`src/rtl/ldst_xfer_unit.sv`:
```
module ldst_xfer_unit #(
  parameter int IMM_W = 12,
  parameter int SH_W  = 5
) (
  input  logic             clk,
  input  logic             rst_n,
  input  logic             req_i,
  input  logic             is_store_i,
  input  logic [2:0]       size_i,
  input  logic             pre_i,
  input  logic             wb_i,
  input  logic             sub_i,
  input  logic             use_reg_i,
  input  logic [31:0]      base_i,
  input  logic [IMM_W-1:0] imm_i,
  input  logic [31:0]      reg_off_i,
  input  logic [SH_W-1:0]  shamt_i,
  input  logic [31:0]      st_data_i,
  input  logic [31:0]      rd_data_i,
  input  logic             rsp_i,
  output logic [31:0]      addr_o,
  output logic             strobe_o,
  output logic             mem_we_o,
  output logic [3:0]       be_o,
  output logic [31:0]      wdata_o,
  output logic [31:0]      ld_data_o,
  output logic             ld_valid_o,
  output logic [31:0]      base_new_o,
  output logic             base_we_o,
  output logic             align_err_o
);
  localparam int PAD_W = 32 - IMM_W;

  logic [31:0] offset;
  logic        sz_byte, sz_half, sz_sext;
  logic [3:0]  lane_mask;
  logic [7:0]  ld_byte;
  logic [15:0] ld_half;

  assign offset     = use_reg_i ? (reg_off_i << shamt_i) : {{PAD_W{1'b0}}, imm_i};
  assign base_new_o = sub_i ? (base_i - offset) : (base_i + offset);
  assign addr_o     = pre_i ? base_new_o : base_i;
  assign base_we_o  = req_i & (~pre_i | wb_i);

  assign sz_byte = (size_i == 3'd1) || (size_i == 3'd2);
  assign sz_half = (size_i == 3'd3) || (size_i == 3'd4);
  assign sz_sext = (size_i == 3'd2) || (size_i == 3'd4);

  assign align_err_o = req_i & (sz_half ? addr_o[0] : (~sz_byte & (|addr_o[1:0])));
  assign strobe_o    = req_i & ~align_err_o;
  assign mem_we_o    = strobe_o & is_store_i;

  always_comb begin
    if (sz_byte)      lane_mask = 4'b0001 << addr_o[1:0];
    else if (sz_half) lane_mask = addr_o[1] ? 4'b1100 : 4'b0011;
    else              lane_mask = 4'b1111;
  end
  assign be_o = strobe_o ? lane_mask : 4'b0000;

  assign wdata_o = sz_byte ? {4{st_data_i[7:0]}} :
                   sz_half ? {2{st_data_i[15:0]}} : st_data_i;

  always_comb begin
    case (addr_o[1:0])
      2'd0:    ld_byte = rd_data_i[7:0];
      2'd1:    ld_byte = rd_data_i[15:8];
      2'd2:    ld_byte = rd_data_i[23:16];
      default: ld_byte = rd_data_i[31:24];
    endcase
  end
  assign ld_half = addr_o[1] ? rd_data_i[31:16] : rd_data_i[15:0];

  always_comb begin
    if (sz_byte)      ld_data_o = {{24{sz_sext & ld_byte[7]}}, ld_byte};
    else if (sz_half) ld_data_o = {{16{sz_sext & ld_half[15]}}, ld_half};
    else              ld_data_o = rd_data_i;
  end

  always_ff @(posedge clk or negedge rst_n) begin
    if (!rst_n) ld_valid_o <= 1'b0;
    else        ld_valid_o <= rsp_i;
  end

  p_err_blocks_strobe_r7: assert property (@(posedge clk) disable iff (!rst_n)
    align_err_o |-> (!strobe_o && !mem_we_o && be_o == 4'b0000));
  p_idle_quiet_r9: assert property (@(posedge clk) disable iff (!rst_n)
    !req_i |-> (!strobe_o && be_o == 4'b0000 && !base_we_o && !align_err_o));
  p_valid_follows_r8: assert property (@(posedge clk) disable iff (!rst_n)
    rsp_i |=> ld_valid_o);
  p_post_addr_r4: assert property (@(posedge clk) disable iff (!rst_n)
    (req_i && !pre_i) |-> (addr_o == base_i && base_we_o));
  p_byte_lane_r5: assert property (@(posedge clk) disable iff (!rst_n)
    (strobe_o && sz_byte) |-> $countones(be_o) == 1);
  p_word_lanes_r5: assert property (@(posedge clk) disable iff (!rst_n)
    (strobe_o && !sz_byte && !sz_half) |-> be_o == 4'b1111);
endmodule

```
`config.mk`:
```
export PLATFORM = sky130hd
export DESIGN_NAME = ldst_xfer_unit
export DESIGN_NICKNAME = d
export VERILOG_FILES = /design/src/rtl/ldst_xfer_unit.sv
export SDC_FILE = /design/constraint.sdc
export NUM_CORES = 1
export LEC_CHECK = 0
export BUFFER_PORTS_ARGS = -buffer_cell sky130_fd_sc_hd__buf_4
export CORE_MARGIN = 5
export CORE_UTILIZATION = 50
export CTS_BUF_LIST = sky130_fd_sc_hd__clkbuf_8
export CTS_CLUSTER_DIAMETER = 100
export CTS_CLUSTER_SIZE = 25
export DETAILED_ROUTE_END_ITERATION = 10
export PLACE_DENSITY = 0.85
export SLEW_MARGIN = 10
export SYNTH_ARGS = -nofsm -noshare
export SYNTH_HDL_FRONTEND = slang
export SYNTH_SLANG_ARGS = --single-unit
```
`constraint.sdc`:
```
create_clock -name clk -period 7 [get_ports clk]
set_clock_uncertainty 0.15 [all_clocks]
set_input_delay 0.7 -clock clk [delete_from_list [all_inputs] [get_ports clk]]
set_output_delay 0.7 -clock clk [all_outputs]
set_load 0.005 [all_outputs]
```
==> impl_summary.md <==
Critical path
The kind of start point of the critical path is an input port. The endpoint type of the worst setup path is an output pin. The peak per-stage delay on the critical path is 0.41 ns. The standard cell with the maximum stage delay on the critical path is nor4_4. Along the worst path, the maximum fanout reaches 19. At the worst endpoint, the required time is 6.15 ns. The critical path goes through buf_4 -> mux2_2 -> a222oi_1 -> o2bb2ai_1 -> or3_4 -> nor4_4 -> buf_4 -> nand4_4 -> nor2_1 -> nor2_1 -> xor2_1 -> ha_1 -> or3_1 -> a21oi_1 -> o31ai_1 -> a2111o_1 -> o221ai_1 -> o21ai_1 -> xor2_1 -> xnor2_2 -> mux2_1 -> buf_4. By instance count, the cell type seen most on the critical path is buf_4.

The arrival time of the worst setup path is 5.84 ns. The setup path with the least slack is of type input port to output pin.

Final layout
The final-layout fill cell count is 1,044. The flip-flop count of the largest register after layout was 1. At the end of the flow the core is filled with cells to 69.9%.

With fillers left out, the area of the finished cells amounts to 8430 µm². The register name with the most flops is ld_valid_o. The largest registers in the layout are ld_valid_o x1. In the final layout, flip-flops and latches occupy 25.0 µm². The layout overhead on the synthesized area is 36.5%. The diode insertion count for antenna repair is 0.

The library cell used most frequently in the layout, excluding fill and tap cells, is buf_4. After the last flow step, the layout net total stands at 1,270. Cells with a size suffix above 1 make up 38.6% of the layout. Summing all multi-input logic gate instances after layout gives 5760 µm².

The non-filler instance count after layout is 1,247. In the layout the commonest cells are 308 x buf_4, 92 x nand2_1, 60 x nor2_1, 53 x o21ai_0, 52 x mux2_2.

Logic synthesis
The total number of yosys warnings is 0. The cell area after synthesis is 6180 µm². Synthesis instantiated 83 different standard cells from the library. The number of flops mapped to enable cells by yosys is 0. The total of flip-flops plus latches after synthesis is 1. The share of the yosys chip area belonging to registers is 0.405%. For this run, the leading register cell type out of synthesis is dfrtp_1.

Synthesis produced 830 cells. After synthesis, the share of flip-flops with an asynchronous set or reset is 100%. The per-instance average area after synthesis is 7.44 µm².

The number of nets handed over by synthesis was 1,019.

Placement
Timing analysis after detailed placement gives a worst setup slack of 0.245 ns. The detailed placement HPWL is 20.9 mm. The placed instance count is 1,246. The quantity of I/O buffers inserted on ports is 293.

The area after detailed placement is 8400 µm². The final weighted congestion in routability-driven placement is 0.999.

GRT
Entering global routing, the biggest net connects 41 pins. For this run, the total global-route usage over all layers was measured as 31.4%. The number of global-route vias before repair came to 7,193. The wire length of the first global-routing pass is 38.0 mm.

The global-route congestion overflow total is 0. The number of antenna violations at the first check in global routing is 0.

Hold path
In this run the worst hold path is classified as input port to asynchronous set/reset pin.

Route
The detailed router's first-iteration violation count is 923. Before antenna repair, the detailed router went through 8 iterations. After detailed routing, the average wire length per cell comes to 20.2 µm. The post-detailed-route count of antenna-violating nets is 0. For this run, design rule violations remaining after detail routing come to 0. The total length of routed wires is 25.2 mm. After detailed routing, the number of vias per cell comes to 6.24. Summing over every cut layer, the via total after detailed routing is 7,778.

STA
The total count of hold-check failures in the final report is 0. Once routing completed, OpenROAD measured the worst setup slack at 0.308 ns. The post-route setup TNS is 0 ns. The number of endpoints failing setup at the final stage is 0. The number of pins exceeding their max-slew limit in the final report was 0.

Setup repair after global routing left no endpoint under its margin. The final hold slack is 0.325 ns. At the pin with the least slew margin, the transition time is 1.12 ns.

The worst pin sits at a relative slew slack of 25.3%. Derived from the worst setup path, the maximum achievable clock frequency is 149 MHz. The final clock period utilization by the worst path is 95.6%. The time the final worst path needs with I/O delays and setup is 6.69 ns.

CTS
After clock tree synthesis, the clock-pin slew on the worst setup and hold paths is 0 ns. The number of buffers inserted for hold repair after clock tree synthesis is 0.

Die
The initial core utilization is 51.2%. The site row count is 40. The die is 121 µm tall.

The die covers 14,700 µm². 294 I/O pins were placed. The floorplan step defined a core boundary enclosing 12,100 µm².

Measured along the x axis, the die boundary spans 121 µm.

Run
The tool flagged a number of max-cap violations equal to 0.

Status
The run finished with clean final reports.

Power and ir drop
The maximum VDD drop is 0.0000761 V. Power spread over the standard cell area amounts to 131 nW/µm². The overall power consumption is 1.11 mW.

The analysis attributes to cell leakage a power of 4.00 nW.
## cell usage after synthesis (all sizes together), types with 3 or more instances
cell type | number | share of area, %
o2bb2ai | 8 | 1.1
a22oi | 6 | 0.81
and2 | 11 | 1.1
a211oi | 8 | 1.1
a31oi | 11 | 1.4
nand2b | 11 | 1.1
clkbuf | 33 | 2.0
mux2 | 56 | 10
nor3b | 3 | 0.36
nand2 | 92 | 5.6
o211ai | 3 | 0.36
and3 | 9 | 0.91
o31ai | 3 | 0.36
inv | 23 | 1.4
a21oi | 47 | 3.8
nor3 | 11 | 0.89
xor2 | 19 | 2.7
or2 | 6 | 0.61
a32oi | 3 | 0.43
ha | 31 | 6.3
mux4 | 31 | 11
a21o | 34 | 4.1
o21ai | 55 | 4.5
or3 | 4 | 0.49
a222oi | 3 | 0.49
nor2b | 15 | 1.5
o21a | 11 | 1.3
o21bai | 3 | 0.36
buf | 29 | 3.1
nor4 | 3 | 0.79
o22ai | 9 | 0.91
mux2i | 46 | 7.5
nand4 | 11 | 1.4
a22o | 3 | 0.43
nor2 | 61 | 3.7
xnor2 | 39 | 5.7
a32o | 3 | 0.49
nand3 | 31 | 2.5
a211o | 3 | 0.43
## routing by layer
metal,share of wire (%),routed length [µm],track usage [%],up-vias
met1,42,10500,44.4,3595
met4,2.0,512,5.53,0
met5,0,0,0,-
met2,46,11500,51.5,500
li1,-,-,-,3629
met3,11,2660,4.34,54
## where the power goes
group          leakage, nW  switching [mW]  total, mW  internal (mW)
Combinational         3.99           0.541       1.10          0.559
Clock                    0               0          0              0
Sequential          0.0117       0.0000634    0.00624        0.00618
Total                 4.00           0.541       1.11          0.566
## what timing repair did
action                     4_1_cts  5_1_grt
gates resized for setup          0        7
setup endpoints to repair        0        3
setup buffers                    0        1
## worst max-delay path, delay by kind of cell
family	cells	cell delay (ns)
buf+inv	3	0.58
fa+ha+maj	1	0.23
simple gates	6	1.51
xor+xnor	3	0.51
mux	2	0.69
compound gates	7	1.61
## worst max-delay path by stage
stage / slack, ns / startpoint / to / cells after the start
after global placement: 0.31 / shamt_i[2] / addr_o[31] / 23
after CTS: 0.24 / shamt_i[2] / addr_o[31] / 23
final: 0.31 / shamt_i[0] / addr_o[31] / 22
after floorplan: 0.82 / shamt_i[2] / addr_o[31] / 20
after global routing: 0.01 / shamt_i[0] / addr_o[29] / 23
after detailed placement: 0.24 / shamt_i[2] / addr_o[31] / 23
## layout make-up
| cell class | instances | area share [%] |
|---|---|---|
| multi-input combinational | 743 | 68.3 |
| timing repair buffer | 311 | 27.9 |
| tap | 168 | 2.49 |
| inverter | 24 | 1.07 |
| sequential | 1 | 0.297 |
## cell families (layout without fill, tap and decap cells)
family,count (synthesis),count (layout),share of synthesized area (%)
mux,133,133,29.0
flops,1,1,0.405
fa+ha+maj,32,32,6.60
simple gates,280,280,22.6
buf+inv,86,335,6.60
compound gates,240,240,26.4
xor+xnor,58,58,8.34
Power figures use the tool's default switching activity.
